===== src/rtl/pfc_seq_pkg.sv =====
package pfc_seq_pkg;
   typedef enum logic [1:0] {
      LOOP_INT   = 2'd0,
      LOOP_BLEND = 2'd1,
      LOOP_EXT   = 2'd2
   } loop_mode_e;

   // positions of the flags inside the synchronised vector
   localparam int unsigned FL_ABSENT   = 0;
   localparam int unsigned FL_HOT_REL  = 1;
   localparam int unsigned FL_HOT_TRIP = 2;
   localparam int unsigned FL_AUX_REL  = 3;
   localparam int unsigned FL_AUX_TRIP = 4;
   localparam int unsigned FL_FB_ON    = 5;
   localparam int unsigned FL_FB_OFF   = 6;
   localparam int unsigned FL_OVP_REL  = 7;
   localparam int unsigned FL_OVP_TRIP = 8;
   localparam int unsigned FL_VCC_STOP = 9;
   localparam int unsigned FL_VCC_STRT = 10;
   localparam int unsigned NFLAG       = 11;

   // latch slots
   localparam int unsigned LT_PWR  = 0;
   localparam int unsigned LT_OVP  = 1;
   localparam int unsigned LT_OFF  = 2;
   localparam int unsigned LT_HOT  = 3;
   localparam int unsigned NLATCH  = 4;
endpackage


===== src/rtl/pfc_flag_sync.sv =====
module pfc_flag_sync #(
   parameter int unsigned W      = 11,
   parameter int unsigned STAGES = 2
) (
   input  logic         clk_i,
   input  logic         rst_ni,
   input  logic [W-1:0] d_i,
   output logic [W-1:0] q_o
);
   if (STAGES < 1) begin : g_bad
      $error("pfc_flag_sync: STAGES must be at least 1");
   end

   logic [W-1:0] stg [STAGES];

   for (genvar s = 0; s < STAGES; s++) begin : g_stage
      always_ff @(posedge clk_i or negedge rst_ni) begin
         if (!rst_ni) begin
            stg[s] <= '0;
         end else if (s == 0) begin
            stg[s] <= d_i;
         end else begin
            stg[s] <= stg[(s == 0) ? 0 : s-1];
         end
      end
   end

   assign q_o = stg[STAGES-1];
endmodule


===== src/rtl/pfc_hyst_latch.sv =====
module pfc_hyst_latch (
   input  logic clk_i,
   input  logic rst_ni,
   input  logic set_i,
   input  logic clr_i,
   output logic q_o,
   output logic nxt_o
);
   // set dominates a simultaneous clear
   always_comb begin
      if (set_i)      nxt_o = 1'b1;
      else if (clr_i) nxt_o = 1'b0;
      else            nxt_o = q_o;
   end

   always_ff @(posedge clk_i or negedge rst_ni) begin
      if (!rst_ni) q_o <= 1'b0;
      else         q_o <= nxt_o;
   end
endmodule


===== src/rtl/pfc_softstart_ramp.sv =====
module pfc_softstart_ramp
   import pfc_seq_pkg::*;
#(
   parameter int unsigned REF_W       = 5,
   parameter int unsigned NSTEPS      = 16,
   parameter int unsigned TICK_CYC    = 8,
   parameter int unsigned HANDOFF_CYC = 40
) (
   input  logic             clk_i,
   input  logic             rst_ni,
   input  logic             run_i,
   output logic [REF_W-1:0] ref_o,
   output loop_mode_e       mode_o
);
   localparam int unsigned TW = $clog2(TICK_CYC + 1);
   localparam int unsigned HW = $clog2(HANDOFF_CYC + 1);
   localparam logic [REF_W-1:0] REF_TOP  = REF_W'(NSTEPS);
   localparam logic [TW-1:0]    TICK_END = TW'(TICK_CYC - 1);
   localparam logic [HW-1:0]    HAND_END = HW'(HANDOFF_CYC - 1);

   logic [TW-1:0] tick_q;
   logic [HW-1:0] hand_q;

   always_ff @(posedge clk_i or negedge rst_ni) begin
      if (!rst_ni) begin
         ref_o  <= '0;
         tick_q <= '0;
         hand_q <= '0;
         mode_o <= LOOP_INT;
      end else if (!run_i) begin
         ref_o  <= '0;
         tick_q <= '0;
         hand_q <= '0;
         mode_o <= LOOP_INT;
      end else begin
         unique case (mode_o)
            LOOP_INT: begin
               if (ref_o == REF_TOP) begin
                  mode_o <= LOOP_BLEND;
                  hand_q <= '0;
               end else if (tick_q == TICK_END) begin
                  tick_q <= '0;
                  ref_o  <= ref_o + 1'b1;
               end else begin
                  tick_q <= tick_q + 1'b1;
               end
            end
            LOOP_BLEND: begin
               if (hand_q == HAND_END) mode_o <= LOOP_EXT;
               else                    hand_q <= hand_q + 1'b1;
            end
            default: mode_o <= LOOP_EXT;
         endcase
      end
   end
endmodule


===== src/rtl/pfc_start_supervisor.sv =====
module pfc_start_supervisor
   import pfc_seq_pkg::*;
#(
   parameter int unsigned SYNC_STAGES = 2,
   parameter int unsigned REF_W       = 5,
   parameter int unsigned NSTEPS      = 16,
   parameter int unsigned TICK_CYC    = 8,
   parameter int unsigned HANDOFF_CYC = 40
) (
   input  logic             clk_i,
   input  logic             rst_ni,
   input  logic             vcc_start_i,
   input  logic             vcc_stop_i,
   input  logic             fb_ovp_trip_i,
   input  logic             fb_ovp_rel_i,
   input  logic             fb_off_i,
   input  logic             fb_on_i,
   input  logic             aux_ovp_trip_i,
   input  logic             aux_ovp_rel_i,
   input  logic             hot_trip_i,
   input  logic             hot_rel_i,
   input  logic             ac_absent_i,
   output logic             sw_en_o,
   output logic [REF_W-1:0] ref_code_o,
   output logic [1:0]       loop_mode_o,
   output logic             low_power_o
);
   if (NSTEPS >= (1 << REF_W)) begin : g_bad_steps
      $error("pfc_start_supervisor: NSTEPS does not fit REF_W");
   end
   if (NSTEPS < 1 || TICK_CYC < 1 || HANDOFF_CYC < 1) begin : g_bad_cnt
      $error("pfc_start_supervisor: counts must be non-zero");
   end

   logic [NFLAG-1:0] raw_flags, syn;

   assign raw_flags = {vcc_start_i, vcc_stop_i, fb_ovp_trip_i, fb_ovp_rel_i,
                       fb_off_i, fb_on_i, aux_ovp_trip_i, aux_ovp_rel_i,
                       hot_trip_i, hot_rel_i, ac_absent_i};

   pfc_flag_sync #(.W(NFLAG), .STAGES(SYNC_STAGES)) u_sync (
      .clk_i  (clk_i),
      .rst_ni (rst_ni),
      .d_i    (raw_flags),
      .q_o    (syn)
   );

   // self-clearing hysteresis states
   logic [NLATCH-1:0] lat_set, lat_clr, lat_q, lat_nxt;

   assign lat_set[LT_PWR] = syn[FL_VCC_STRT];
   assign lat_clr[LT_PWR] = syn[FL_VCC_STOP];
   assign lat_set[LT_OVP] = syn[FL_OVP_TRIP];
   assign lat_clr[LT_OVP] = syn[FL_OVP_REL];
   assign lat_set[LT_OFF] = syn[FL_FB_OFF];
   assign lat_clr[LT_OFF] = syn[FL_FB_ON];
   assign lat_set[LT_HOT] = syn[FL_HOT_TRIP];
   assign lat_clr[LT_HOT] = syn[FL_HOT_REL];

   for (genvar i = 0; i < NLATCH; i++) begin : g_latch
      pfc_hyst_latch u_lat (
         .clk_i  (clk_i),
         .rst_ni (rst_ni),
         .set_i  (lat_set[i]),
         .clr_i  (lat_clr[i]),
         .q_o    (lat_q[i]),
         .nxt_o  (lat_nxt[i])
      );
   end

   // second over-voltage: cleared only by a power-up edge with the pin released
   logic aux_lock_q, aux_lock_nxt, pwr_up_edge;
   assign pwr_up_edge = !lat_q[LT_PWR] && lat_nxt[LT_PWR];

   always_comb begin
      if (syn[FL_AUX_TRIP])                     aux_lock_nxt = 1'b1;
      else if (pwr_up_edge && syn[FL_AUX_REL])  aux_lock_nxt = 1'b0;
      else                                      aux_lock_nxt = aux_lock_q;
   end

   always_ff @(posedge clk_i or negedge rst_ni) begin
      if (!rst_ni) aux_lock_q <= 1'b0;
      else         aux_lock_q <= aux_lock_nxt;
   end

   // enable uses next-state values so a fault drops it in the cycle it is seen
   logic sw_en_d;
   assign sw_en_d = lat_nxt[LT_PWR] && !lat_nxt[LT_OVP] && !lat_nxt[LT_OFF] &&
                    !lat_nxt[LT_HOT] && !aux_lock_nxt && !syn[FL_ABSENT];

   always_ff @(posedge clk_i or negedge rst_ni) begin
      if (!rst_ni) sw_en_o <= 1'b0;
      else         sw_en_o <= sw_en_d;
   end

   logic       ramp_run;
   loop_mode_e ramp_mode;
   assign ramp_run = lat_q[LT_PWR] && !lat_q[LT_OFF] && !syn[FL_ABSENT];

   pfc_softstart_ramp #(
      .REF_W       (REF_W),
      .NSTEPS      (NSTEPS),
      .TICK_CYC    (TICK_CYC),
      .HANDOFF_CYC (HANDOFF_CYC)
   ) u_ramp (
      .clk_i  (clk_i),
      .rst_ni (rst_ni),
      .run_i  (ramp_run),
      .ref_o  (ref_code_o),
      .mode_o (ramp_mode)
   );

   assign loop_mode_o = ramp_mode;
   assign low_power_o = lat_q[LT_OFF];
endmodule


===== config.mk =====
export PLATFORM = sky130hd
export DESIGN_NAME = pfc_start_supervisor
export DESIGN_NICKNAME = d
export VERILOG_FILES = /design/src/rtl/pfc_seq_pkg.sv /design/src/rtl/pfc_flag_sync.sv /design/src/rtl/pfc_hyst_latch.sv /design/src/rtl/pfc_softstart_ramp.sv /design/src/rtl/pfc_start_supervisor.sv
export SDC_FILE = /design/constraint.sdc
export NUM_CORES = 1
export LEC_CHECK = 0
export ABC_CLOCK_PERIOD_IN_PS = 2250
export BUFFER_PORTS_ARGS = -buffer_cell sky130_fd_sc_hd__buf_2
export CORE_ASPECT_RATIO = 0.7
export CORE_MARGIN = 2
export CORE_UTILIZATION = 55
export DETAILED_ROUTE_END_ITERATION = 12
export PLACE_DENSITY_LB_ADDON = 0.25
export SYNTH_ARGS = -nofsm -noshare
export SYNTH_HDL_FRONTEND = slang
export SYNTH_SLANG_ARGS = --single-unit

===== constraint.sdc =====
create_clock -name clk_i -period 2.25 [get_ports clk_i]
set_input_delay 0.3375 -clock clk_i [delete_from_list [all_inputs] [get_ports clk_i]]
set_output_delay 0.3375 -clock clk_i [all_outputs]
set_load 0.05 [all_outputs]

## Word-level counts from Yosys, hierarchy flattened

Index checks and enable logic that the tools add are counted.

| word-level totals | value |
|---|---|
| register bits after elaboration | 45 |
| input port bits | 13 |
| output and inout bits | 9 |

| operators by class | value |
|---|---|
| $add $sub $neg | 3 |
| eq/ne operators | 11 |
| muxes and demuxes | 26 |
| reductions and logical operators | 21 |

Operator list:

| operator | number |
|---|---|
| $mux W5 | 4 |
| $mux W6 | 3 |
| $mux W4 | 4 |
| $ne A3 B3 Y1 const B | 4 |
| $pmux W6 S2 | 1 |
| $mux W1 | 10 |
| $logic_and A1 B1 Y1 | 9 |
| $logic_not A1 Y1 | 7 |
| $add A6 B1 Y6 const B | 1 |
| $eq A6 B6 Y1 const B | 1 |
| $mux W2 | 3 |
| $ne A2 B2 Y1 const B | 3 |
| $reduce_and A3 Y1 | 2 |
| $add A5 B1 Y5 const B | 1 |
| $eq A5 B5 Y1 const B | 1 |
| $add A4 B1 Y4 const B | 1 |
| $eq A4 B3 Y1 const B | 1 |
| $pmux W2 S2 | 1 |
| $reduce_and A2 Y1 | 2 |
| $eq A2 B1 Y1 const B | 1 |
| $logic_not A2 Y1 | 1 |

## Logic depth before layout (Yosys ltp)

Gate-level depths: netlist of run 1.

| logic depth | value |
|---|---|
| word-level depth | 9 |
| depth in mapped cells | 6 |
| mapped depth without buffers | 6 |

## Cells and area by module

Synthesis of run 1 repeated with hierarchy kept, for this count alone.

| unflattened totals | value |
|---|---|
| cells, all modules | 150 |
| area total of the unflattened synthesis | 1855.5 µm² |

By module, submodules not included:

| module | instances | cells an instance | area each (µm²) | seq. area each (µm²) |
|---|---|---|---|---|
| pfc_softstart_ramp | 1 | 97 | 977.2 | 425.4 |
| pfc_flag_sync | 1 | 33 | 633.1 | 550.5 |
| pfc_hyst_latch | 4 | 3 | 36.3 | 25.0 |
| pfc_start_supervisor | 1 | 8 | 100.1 | 50.0 |

## Worst setup path before layout of run 1

OpenSTA, ideal clock, no wires.

| path | value |
|---|---|
| path type | register -> register |
| from | register u_ramp.ref_o[0] |
| to | register u_ramp.ref_o[3] |
| library setup time | 0.067 ns |
| arrival time | 1.905 ns |
| data required time | 2.183 ns |
| setup slack | 0.278 ns |
| cell stages (with the launch flop) | 7 |
| buffers on the path | 0 |
| period minus slack after synthesis | 1.972 ns |
| cell sequence | dfrtp_1 > inv_1 > ha_1 > nand4bb_1 > nand3_1 > or4_1 > nand2_1 |

| on the way | value |
|---|---|
| longest elaborated chain between the ends | 5 |

Ends and longest elaborated chain:

| element | RTL line | text |
|---|---|---|
| from (decl) | pfc_softstart_ramp.sv:12 | `output logic [REF_W-1:0] ref_o,` |
| from (signal assigned) | pfc_softstart_ramp.sv:43 | `ref_o <= ref_o + 1'b1;` |
| $add A5 B1 Y5 | pfc_softstart_ramp.sv:43 |  |
| $mux W5 | pfc_softstart_ramp.sv:41 | `end else if (tick_q == TICK_END) begin` |
| $mux W5 | pfc_softstart_ramp.sv:38 | `if (ref_o == REF_TOP) begin` |
| $mux W5 | pfc_softstart_ramp.sv:36 | `unique case (mode_o)` |
| $mux W5 | pfc_softstart_ramp.sv:30 | `end else if (!run_i) begin` |

Several ways; a longest one is shown, not always the timed one. The select of a mux whose other input is x is not followed.
A chain may end at the register's enable or synchronous reset.

## Worst setup path after layout of run 1

| path | value |
|---|---|
| from | register u_ramp.hand_q[0] |
| to | register u_ramp.hand_q[5] |

| on the way | value |
|---|---|
| longest elaborated chain between the ends | 4 |

Ends and longest elaborated chain:

| element | RTL line | text |
|---|---|---|
| from (decl) | pfc_softstart_ramp.sv:22 | `logic [HW-1:0] hand_q;` |
| from (signal assigned) | pfc_softstart_ramp.sv:50 | `else hand_q <= hand_q + 1'b1;` |
| $add A6 B1 Y6 | pfc_softstart_ramp.sv:50 |  |
| $mux W6 | pfc_softstart_ramp.sv:49 | `if (hand_q == HAND_END) mode_o <= LOOP_EXT;` |
| $pmux W6 S2 | pfc_softstart_ramp.sv:36 |  |
| $mux W6 | pfc_softstart_ramp.sv:30 |  |

Several ways; a longest one is shown, not always the timed one. The select of a mux whose other input is x is not followed.

==> summary.txt, run 1 <==
Run status
  – Status: finished clean

Finish
  – Commonest non-fill, non-tap cell in the layout: dfrtp_1
  – Final #Nets: 182
  – Area growth from synthesis to layout: 15.89%
  – Most frequent cells in the layout: 45 x dfrtp_1, 21 x buf_2, 12 x nor2_1
  – Share of layout cells above drive strength 1: 21.08%
  – Fillcell total: around 220
  – # diodes: 0

Worst setup path
  – Worst-path maximum fanout: 6
  – Critical Path Sink Type: register
  – Arr. time, crit path: 2060 ps
  – Crit path kind: reg -> reg
  – Critical path required time: 2440 ps
  – Crit start category: register

STA
  – Minimum clock period: 1875 ps
  – Relative slew slack: approximately 55%
  – Setup_tns: 0 ps
  – Worst-margin pin slew: 666.3 ps
  – RSZ-0062 raised after global routing: no
  – Final Hold Viols: 0
  – Setup ws final: around 380 ps
  – Slew Limit Fails: 0
  – Final hold slack: 110.1 ps
  – Max frequency: 533.4 MHz
  – Setup violations, final: 0
  – Clock Skew: around 3.8 ps
  – Tcrit/Tclk final: 83.32%

Clock tree
  – CTS tree: done
  – Clk sinks: 45
  – CTS Root Cell: clkbuf_8
  – Max H-tree Level: 2
  – Max Root-Sink Buffers: 2
  – Clock Pin Slew Worst Setup and Hold Paths: 80 ps
  – CTS Buf Count: 5
  – Clk_lat worst skew: 290 ps
  – Post-cts resize count: 0
  – # Post-CTS Setup Buffers: 0
  – Hold buffers post-CTS: 0

Drt
  – Pre-antenna DRT Iters: 4
  – Via/cell ratio: ~5.4
  – DRC: 0
  – Detailed Route Iter0 Violations: between 100 and 150
  – Final wirelength: 2935 um
  – Routed via count: ~1.1k
  – Post-detailed-route count of antenna-violating nets: 0
  – Routed WL per cell: 14.53 um

Placed design
  – IO Port Bufs: 21
  – DP Wirelength: 2020 um
  – RePlAce Congestion: 0.8665
  – Pre-CTS setup slack: about 460 ps

Global routing
  – Initial antenna violation count: 0
  – Largest net degree at the start of global routing: 46
  – Number of global-route vias before repair: 1086
  – GRT Resource Usage Total: 18.74%
  – First-pass GRT wire length: slightly below 5000 um
  – Congestion Overflow GR: 0

Floorplan
  – I/O Pins: 22
  – Die ar.: 3577 um^2
  – Core footprint: 2883 um^2
  – Row count: 16
  – Die H: 50.64 um
  – Die W: 70.63 um
  – Starting Density: 59.29%

Synth
  – Cells after synthesis: ~140
  – Synth cell types: 37
  – Top cell type's share of synthesized area: 65.89%
  – Post-Syn Area: about 1700 um^2
  – Seq/Total Area, Yosys: 65.89%
  – Yosys Warn Count: 0
  – Syn Area/Cell: 12.48 um^2
  – Synth area leaders: dfrtp_1 66%, ha_1 2.9%, nand3_1 2.6%, nor2_1 2.6%, mux2i_1 1.8%
  – Syn nets: 154
  – #FFs+latches synth: 45
  – Post-synth top area cell: dfrtp_1

Power and ir drop
  – P_sw: 0.3120 mW
  – Leakage: 0.9271 nW
  – Sw Share: between 20% and 30%
  – Peak supply drop: between 0.0008 and 0.0009 V
  – P_int: around 1.2 mW
  – Clock Power Share: between 40% and 50%
  – Share of power burned in registers: a little under three fifths
  – PwrDens: around 760 nW/um^2
  – Share of power burned in combinational logic: 3.4%
  – Pwr Total: 1.496 mW

Run
  – Maxcap violations: 0

Hold path
  – Hold Crit Class: in -> async
[Yosys cell counts, drive strengths merged]
library cell  count
o32ai             1
and3              1
nand4bb           1
xnor2             2
nand4             4
nor2             13
o22ai             1
or3               2
nor3b             1
a31oi             2
nand2             8
nand3b            2
or3b              1
xor2              3
ha                4
o41ai             1
buf               1
o21ai             2
nor2b             1
mux2i             3
a21oi             5
dfrtp            45
or4               1
clkbuf            1
nand3             9
inv               7
and3b             1
a21o              4
nor4b             1
nor4              1
nand2b            4
o211ai            1
nor3              1
o311ai            1
and2              1
[cell type report]
cell class                      instances  area, um^2  share of cell area, %
Clock inverter                          3       46.29                  2.337
Timing Repair Buffer                   23       120.1                  6.064
Sequential cell                        45        1126                  56.85
Multi-Input combinational cell         83       548.0                  27.67
Clock buffer                            5       68.82                  3.474
Tap cell                               36       45.04                  2.274
Inverter                                7       26.28                  1.327
[cells by family (layout without fill, tap and decap cells)]
group / after synthesis / after routing / synth area share [%]
adder cells (fa/ha/maj): 4 / 4 / 2.928
XOR/XNOR: 5 / 5 / 2.563
flip-flops: 45 / 45 / 65.89
multiplexers: 3 / 3 / 1.757
AND/OR/NAND/NOR: 53 / 53 / 17.06
AO/OA/AOI/OAI: 18 / 18 / 7.761
buffers and inverters: 9 / 38 / 2.050
[sequential cells by signal, summed over array words and instances, names as in the netlist, 2 cells and up]
name / flops
g_latch.u_lat.q_o: 4
u_sync.stg: 11
u_sync.q_o: 11
u_ramp.hand_q: 6
u_ramp.ref_o: 5
u_ramp.mode_o: 2
u_ramp.tick_q: 4
[power by group through the flow]
stage	clock, mW	sequential [mW]	combinational (mW)
5_1_grt	0.651	0.848	0.0579
3_5_place_dp	0	0.861	0.0512
3_3_place_gp	0	0.860	0.0501
6_report	0.601	0.845	0.0504
4_1_cts	0.615	0.845	0.0514
2_1_floorplan	0	0.862	0.0154
[path summary, 6_finish.rpt]
| kind | start | endpoint | slack [ps] | cells past startpoint |
|---|---|---|---|---|
| setup / recovery | u_ramp.hand_q[0] | u_ramp.hand_q[5] | 380 | 5 |
| hold / removal | rst_ni | u_ramp.ref_o[0] | 110 | 2 |
| setup reg to reg | u_ramp.hand_q[0] | u_ramp.hand_q[5] | 380 | 5 |
| hold reg to reg | u_sync.stg[18] | u_sync.q_o[7] | 350 | 0 |
| max in group asynchronous | rst_ni | g_latch[3].u_lat.q_o | 1770 | 2 |
| min in group clk_i | aux_ovp_trip_i | u_sync.stg[15] | 140 | 1 |
[metrics by stage]
step                cells  utilization [%]  cell area [um^2]
detailed placement    194            64.71              1866
global route          202            68.71              1981
CTS                   202            68.71              1981
finish                202            68.71              1981
global placement      194            64.71              1866
floorplan             137                -              1709
[worst max-delay path, stage by stage (launching register included)]
cell and delay (ps):
dfrtp_1 390, ha_1 210, nand2_1 100, o41ai_2 550
nand2_1 180, o32ai_1 340
[routing by layer]
| layer | up-vias | wire length [um] | track usage, % |
|---|---|---|---|
| met5 | - | 0 | 0 |
| met1 | 527 | 1417 | 23.83 |
| met2 | 22 | 1356 | 29.72 |
| met4 | 0 | 53 | 7.547 |
| met3 | 6 | 109 | 6.627 |
| li1 | 530 | - | - |
(Power assumes the default switching activity.)
==> inputs of run 2 (changes only) <==
--- a/config.mk
+++ b/config.mk
@@ -5,7 +5,7 @@
 export SDC_FILE = /design/constraint.sdc
 export NUM_CORES = 1
 export LEC_CHECK = 0
-export ABC_CLOCK_PERIOD_IN_PS = 2250
+export ABC_CLOCK_PERIOD_IN_PS = 1850
 export BUFFER_PORTS_ARGS = -buffer_cell sky130_fd_sc_hd__buf_2
 export CORE_ASPECT_RATIO = 0.7
 export CORE_MARGIN = 2
==> constraint.sdc (replaced) <==
create_clock -name clk_i -period 1.85 [get_ports clk_i]
set_input_delay 0.2775 -clock clk_i [delete_from_list [all_inputs] [get_ports clk_i]]
set_output_delay 0.2775 -clock clk_i [all_outputs]
set_load 0.05 [all_outputs]
==> run 2 against run 1 <==
Effect of this change:
- sequential share of layout area fell by 0.41 points
- via count increased by 6.5%
- critical path depth grew 1
- count of clock-buffer cells in the layout is 1 higher
- routed wire length grew 0.75%
==> summary.txt, run 2 (synthesized netlist as in run 1, its figures left out) <==
Floorplan
  – Starting Density: ~59%
  – Die W: 70.63 um
  – Die H: 50.64 um
  – Die ar.: 3577 um^2
  – I/O Pins: 22
  – Core footprint: 2883 um^2
  – Row count: 16

Worst setup path
  – Crit path kind: reg -> reg
  – Crit-path cells: inv_1 -> ha_1 -> nand4bb_1 -> nand2b_2 -> nand4_1 -> o311ai_2
  – Critical path required time: between 2000 and 2500 ps
  – Peak per-stage delay on the critical path: 440 ps
  – WP depth: 6
  – Worst R2R End: u_ramp.hand_q[3]
  – Reg-to-reg setup timing slack: roughly 150 ps
  – Crit-path slowest cell: dfrtp_2
  – CP Buf/Inv Count: 1
  – Critical Path Sink Type: register
  – R2r startpoint: u_ramp.ref_o[0]
  – Crit start category: register
  – Arr. time, crit path: 1870 ps
  – Delay-heaviest family, CP: simple AND/OR/NAND/NOR gates
  – Worst-path maximum fanout: 7
  – FF-to-FF path depth: 6

STA
  – Final Hold Viols: 0
  – Worst-margin pin slew: 640.2 ps
  – Setup violations, final: 0
  – Clock Skew: between 8 and 9 ps
  – Setup_tns: 0 ps
  – Relative slew slack: 57.23%
  – RSZ-0062 raised after global routing: no
  – Setup ws final: about 150 ps
  – Tcrit/Tclk final: between 90 and 100%
  – Minimum clock period: around 1700 ps
  – Slew Limit Fails: 0
  – Max frequency: 587.1 MHz

Drt
  – Pre-antenna DRT Iters: 4
  – Post-detailed-route count of antenna-violating nets: 0
  – Detailed Route Iter0 Violations: 111
  – Routed via count: around 1.2k
  – DRC: 0
  – Via/cell ratio: approximately 5.6
  – Final wirelength: 2957 um
  – Routed WL per cell: 14.35 um

Finish
  – Commonest non-fill, non-tap cell in the layout: dfrtp_1
  – Share of layout cells above drive strength 1: approximately a quarter
  – Final instance area: about 2000 um^2
  – # diodes: 0
  – Final #Nets: 186
  – Most frequent cells in the layout: 43 x dfrtp_1, 21 x buf_2, 12 x nor2_1
  – Largest regs: u_sync.q_o (11), u_sync.stg (11), u_ramp.hand_q (6)
  – Fillcell total: roughly 220
  – Area growth from synthesis to layout: 16.98%

Clock tree
  – Clk sinks: 45
  – CTS tree: done
  – Hold buffers post-CTS: 0
  – Clk_lat worst skew: 290 ps
  – CTS Root Cell: clkbuf_8
  – Max Root-Sink Buffers: 2
  – Max H-tree Level: 2
  – Clock Pin Slew Worst Setup and Hold Paths: 90 ps
  – CTS Buf Count: 5
  – # Post-CTS Setup Buffers: 0

Placed design
  – Pre-CTS setup slack: 161.7 ps
  – Placed Area: roughly 1900 um^2
  – RePlAce Congestion: 0.7971
  – IO Port Bufs: 21
  – DP Wirelength: approximately 2100 um

Global routing
  – GRT Resource Usage Total: 18.71%
  – First-pass GRT wire length: around 5100 um
  – GR Util met2: 29.25%
  – Number of global-route vias before repair: 1099
  – Largest net degree at the start of global routing: 46
  – Met1 Usage GRT: 25.64%
  – Congestion Overflow GR: 0
  – Global route hottest layer: met2
  – Routing usage on met3: just under 5%
  – Initial antenna violation count: 0

Run
  – Maxcap violations: 0

Power and ir drop
  – Share of power burned in combinational logic: 3.7%
  – Share of power burned in registers: 59.5%
  – PwrDens: 863.6 nW/um^2
  – P_int: about 1.3 mW
  – Peak supply drop: about 0.00067 V
  – Pwr Total: 1.727 mW
  – Leakage: 0.9342 nW
  – Sw Share: 22.12%
  – P_sw: between 0.3 and 0.4 mW
  – Clock Power Share: 36.9%

Run status
  – Status: finished clean

Hold path
  – Hold Crit Class: in -> async
==> run 2: changes by cell type in the layout (fill, tap and decap cells not counted), sizes merged <==
cell,before,now
clkinv,1,0
inv,7,8
bufinv,1,0
buf,23,27
clkbuf,5,6
==> run 2: per-stage QoR <==
step                      cells  hold WS (ps)  util, %
after floorplan             137        -18.09        -
after global placement      198         332.4    65.84
after detailed placement    198         334.7    65.84
after CTS                   206         60.62    69.27
after global routing        206         66.40    69.36
final                       206         35.50    69.36
==> run 2: worst max-delay path by stage <==
stage	start	end	slack, ps
final	u_ramp.ref_o[0]	u_ramp.hand_q[3]	150
after CTS	u_ramp.ref_o[0]	u_ramp.hand_q[5]	130
after global placement	u_ramp.ref_o[0]	u_ramp.hand_q[3]	290
after floorplan	u_ramp.ref_o[0]	u_ramp.ref_o[3]	40
after detailed placement	u_ramp.ref_o[0]	u_ramp.hand_q[5]	160
after global routing	u_ramp.ref_o[0]	u_ramp.hand_q[5]	50
==> run 2: power by group through the flow <==
stage / clock network (mW) / logic (mW) / registers, mW
5_1_grt: 0.697 / 0.0735 / 1.03
2_1_floorplan: 0 / 0.0187 / 1.05
3_5_place_dp: 0 / 0.0649 / 1.05
4_1_cts: 0.646 / 0.0650 / 1.03
3_3_place_gp: 0 / 0.0628 / 1.05
6_report: 0.636 / 0.0636 / 1.03
==> run 2: cell type report <==
| cell class | instances | area, um^2 | area share (%) |
|---|---|---|---|
| Inverter | 7 | 26.28 | 1.314 |
| Clock buffer | 6 | 82.58 | 4.130 |
| Timing Repair Buffer | 27 | 150.1 | 7.509 |
| Sequential cell | 45 | 1129 | 56.45 |
| Clock inverter | 2 | 16.27 | 0.8135 |
| Tap cell | 36 | 45.04 | 2.253 |
| Multi-Input combinational cell | 83 | 550.5 | 27.53 |
==> run 2: metal layers <==
layer	share of wire, %	routed length, um	vias up
li1	-	-	540
met1	47	1393	567
met2	46	1357	40
met3	5.2	154	8
met4	1.7	50	0
met5	0	0	-
==> run 2: timing repair <==
item / 4_1_cts / 5_1_grt
hold endpoints to repair: 0 / 0
gates resized for setup: 0 / 1
setup endpoints to repair: 0 / 1
==> run 2: worst register-to-register path, cell delays in order, from the launching register on <==
cell,delay [ps]
dfrtp_2,440
inv_1,100
ha_1,150
nand4bb_1,270
nand2b_2,350
nand4_1,160
o311ai_2,110
==> inputs of run 3 (changes only) <==
--- a/config.mk
+++ b/config.mk
@@ -8,8 +8,7 @@
 export ABC_CLOCK_PERIOD_IN_PS = 1850
 export BUFFER_PORTS_ARGS = -buffer_cell sky130_fd_sc_hd__buf_2
 export CORE_ASPECT_RATIO = 0.7
-export CORE_MARGIN = 2
-export CORE_UTILIZATION = 55
+export CORE_UTILIZATION = 50
 export DETAILED_ROUTE_END_ITERATION = 12
 export PLACE_DENSITY_LB_ADDON = 0.25
 export SYNTH_ARGS = -nofsm -noshare
==> run 3 against run 2 <==
Effect of this change:
- setup slack improved by 60 ps
- final cell count is 6.8% higher
- fmax is 3.6% higher
- design area is 1.9% higher
- largest cell class unchanged
- critical path type unchanged
==> summary.txt, run 3 (synthesized netlist as in run 1, its figures left out) <==
STA
  – Max frequency: 608.5 MHz
  – Slew Limit Fails: 0
  – RSZ-0062 raised after global routing: no
  – Relative slew slack: approximately 60%
  – Minimum clock period: around 1600 ps
  – Final Hold Viols: 0
  – Setup violations, final: 0
  – Clock Skew: 5.084 ps
  – Worst-margin pin slew: between 500 and 600 ps
  – Setup_tns: 0 ps
  – Tcrit/Tclk final: 88.83%
  – Setup ws final: approximately 210 ps

Power and ir drop
  – Peak supply drop: 0.0005873 V
  – P_sw: 0.3500 mW
  – P_int: roughly 1.4 mW
  – Share of power burned in registers: 59.5%
  – Clock Power Share: 36.6%
  – Share of power burned in combinational logic: under 10%
  – PwrDens: roughly 850 nW/um^2
  – Sw Share: 20.26%
  – Leakage: 0.9535 nW

Worst setup path
  – R2r startpoint: u_ramp.hand_q[0]
  – FF-to-FF path depth: 5
  – Worst R2R End: u_ramp.hand_q[3]
  – Critical path required time: 2050 ps
  – Crit-path slowest cell: or3_4
  – Delay-heaviest family, CP: simple AND/OR/NAND/NOR gates
  – Arr. time, crit path: ~1800 ps
  – Crit path kind: reg -> reg
  – Reg-to-reg setup timing slack: 210 ps
  – WP depth: 5
  – CP Buf/Inv Count: 0
  – Peak per-stage delay on the critical path: 420 ps
  – Critical Path Sink Type: register
  – Crit-path cells: ha_1 -> nand2_1 -> nor4_1 -> or3_4 -> o311ai_2
  – Crit start category: register
  – Worst-path maximum fanout: 4

Hold path
  – Hold path endpoint: u_sync.stg[12]
  – Hold Crit Depth: 1
  – Hold Crit Class: in -> reg
  – HP Start: hot_rel_i

Clock tree
  – Max H-tree Level: 2
  – # Post-CTS Setup Buffers: 0
  – CTS Root Cell: clkbuf_8
  – Hold buffers post-CTS: 1
  – CTS Buf Count: 5
  – Clk sinks: 45
  – Clk_lat worst skew: 290 ps
  – Post-cts resize count: 0
  – Clock Pin Slew Worst Setup and Hold Paths: roughly 80 ps
  – CTS tree: done
  – Max Root-Sink Buffers: 2

Run
  – Maxcap violations: 0

Placed design
  – DP Wirelength: between 2000 and 2500 um
  – DP Cell Count: 211
  – RePlAce Congestion: 0.9252
  – Pre-CTS setup slack: 228.6 ps
  – Placed Area: 1927 um^2
  – IO Port Bufs: 21

Global routing
  – GRT Resource Usage Total: 19.94%
  – Largest net degree at the start of global routing: 29
  – Initial antenna violation count: 0
  – Congestion Overflow GR: 0
  – First-pass GRT wire length: 5175 um
  – Number of global-route vias before repair: 1171

Drt
  – Pre-antenna DRT Iters: 4
  – Routed WL per cell: 13.91 um
  – Post-detailed-route count of antenna-violating nets: 0
  – DRC: 0
  – Via/cell ratio: between 5 and 6
  – Final wirelength: 3061 um
  – Detailed Route Iter0 Violations: 32
  – Routed via count: about 1.2k

Finish
  – Area growth from synthesis to layout: 19.25%
  – Commonest non-fill, non-tap cell in the layout: dfrtp_1
  – Post-layout util: a little under two thirds
  – Share of layout cells above drive strength 1: 24.86%
  – Final Non-Filler Cells: 220
  – Final instance area: 2038 um^2
  – Final #Nets: 189
  – Fillcell total: 269
  – # diodes: 0
  – Most frequent cells in the layout: 43 x dfrtp_1, 21 x buf_2, 12 x nor2_1
  – Largest regs: u_sync.q_o (11), u_sync.stg (11), u_ramp.hand_q (6)

Floorplan
  – Row count: 17
  – Starting Density: 53.21%
  – Die ar.: around 3700 um^2
  – Die H: between 50 and 60 um
  – I/O Pins: 22
  – Core footprint: 3212 um^2
  – Die W: 71.88 um

Run status
  – Status: finished clean
==> run 3: final cells by class <==
class | count | area (um^2) | area share (%)
Inverter | 7 | 26.28 | 1.289
Tap cell | 47 | 58.81 | 2.885
Sequential cell | 45 | 1129 | 55.37
Multi-Input combinational cell | 83 | 548.0 | 26.89
Clock buffer | 7 | 96.34 | 4.727
Timing Repair Buffer | 30 | 175.2 | 8.594
Clock inverter | 1 | 5.005 | 0.2455
==> run 3: power groups by stage <==
stage	clock [mW]	combinational (mW)	sequential, mW
final	0.633	0.0677	1.03
after floorplan	0	0.0187	1.05
after global routing	0.712	0.0767	1.03
after CTS	0.658	0.0699	1.03
after detailed placement	0	0.0680	1.05
after global placement	0	0.0650	1.04
==> run 3: layer usage <==
layer / track usage, % / wire, um / vias to the layer above
met5: 0 / 0 / -
met4: 8.170 / 31 / 0
met3: 9.270 / 148 / 4
met2: 32.08 / 1498 / 38
met1: 23.33 / 1383 / 572
li1: - / - / 542
==> run 3: stage by stage <==
step / hold WS (ps) / power, mW
CTS: 79.80 / 1.755
detailed placement: 312.0 / 1.115
global placement: 312.9 / 1.110
finish: 89.92 / 1.728
floorplan: -18.09 / 1.067
global route: 62.71 / 1.820
==> run 3: worst max path at each step <==
stage	startpoint	end	slack (ps)
global route	u_ramp.ref_o[0]	u_ramp.hand_q[5]	110
floorplan	u_ramp.ref_o[0]	u_ramp.ref_o[3]	40
global placement	u_ramp.hand_q[0]	u_ramp.hand_q[3]	310
detailed placement	u_ramp.hand_q[0]	u_ramp.hand_q[3]	230
finish	u_ramp.hand_q[0]	u_ramp.hand_q[3]	210
CTS	u_ramp.hand_q[0]	u_ramp.hand_q[3]	210
==> run 3: worst register-to-register path: cells and delay by family, from the launching register on <==
family,cells,cell delay [ps]
adders and majority gates,1,250
DFF,1,410
and+or+nand+nor,3,640
AOI/OAI and AO/OA,1,250
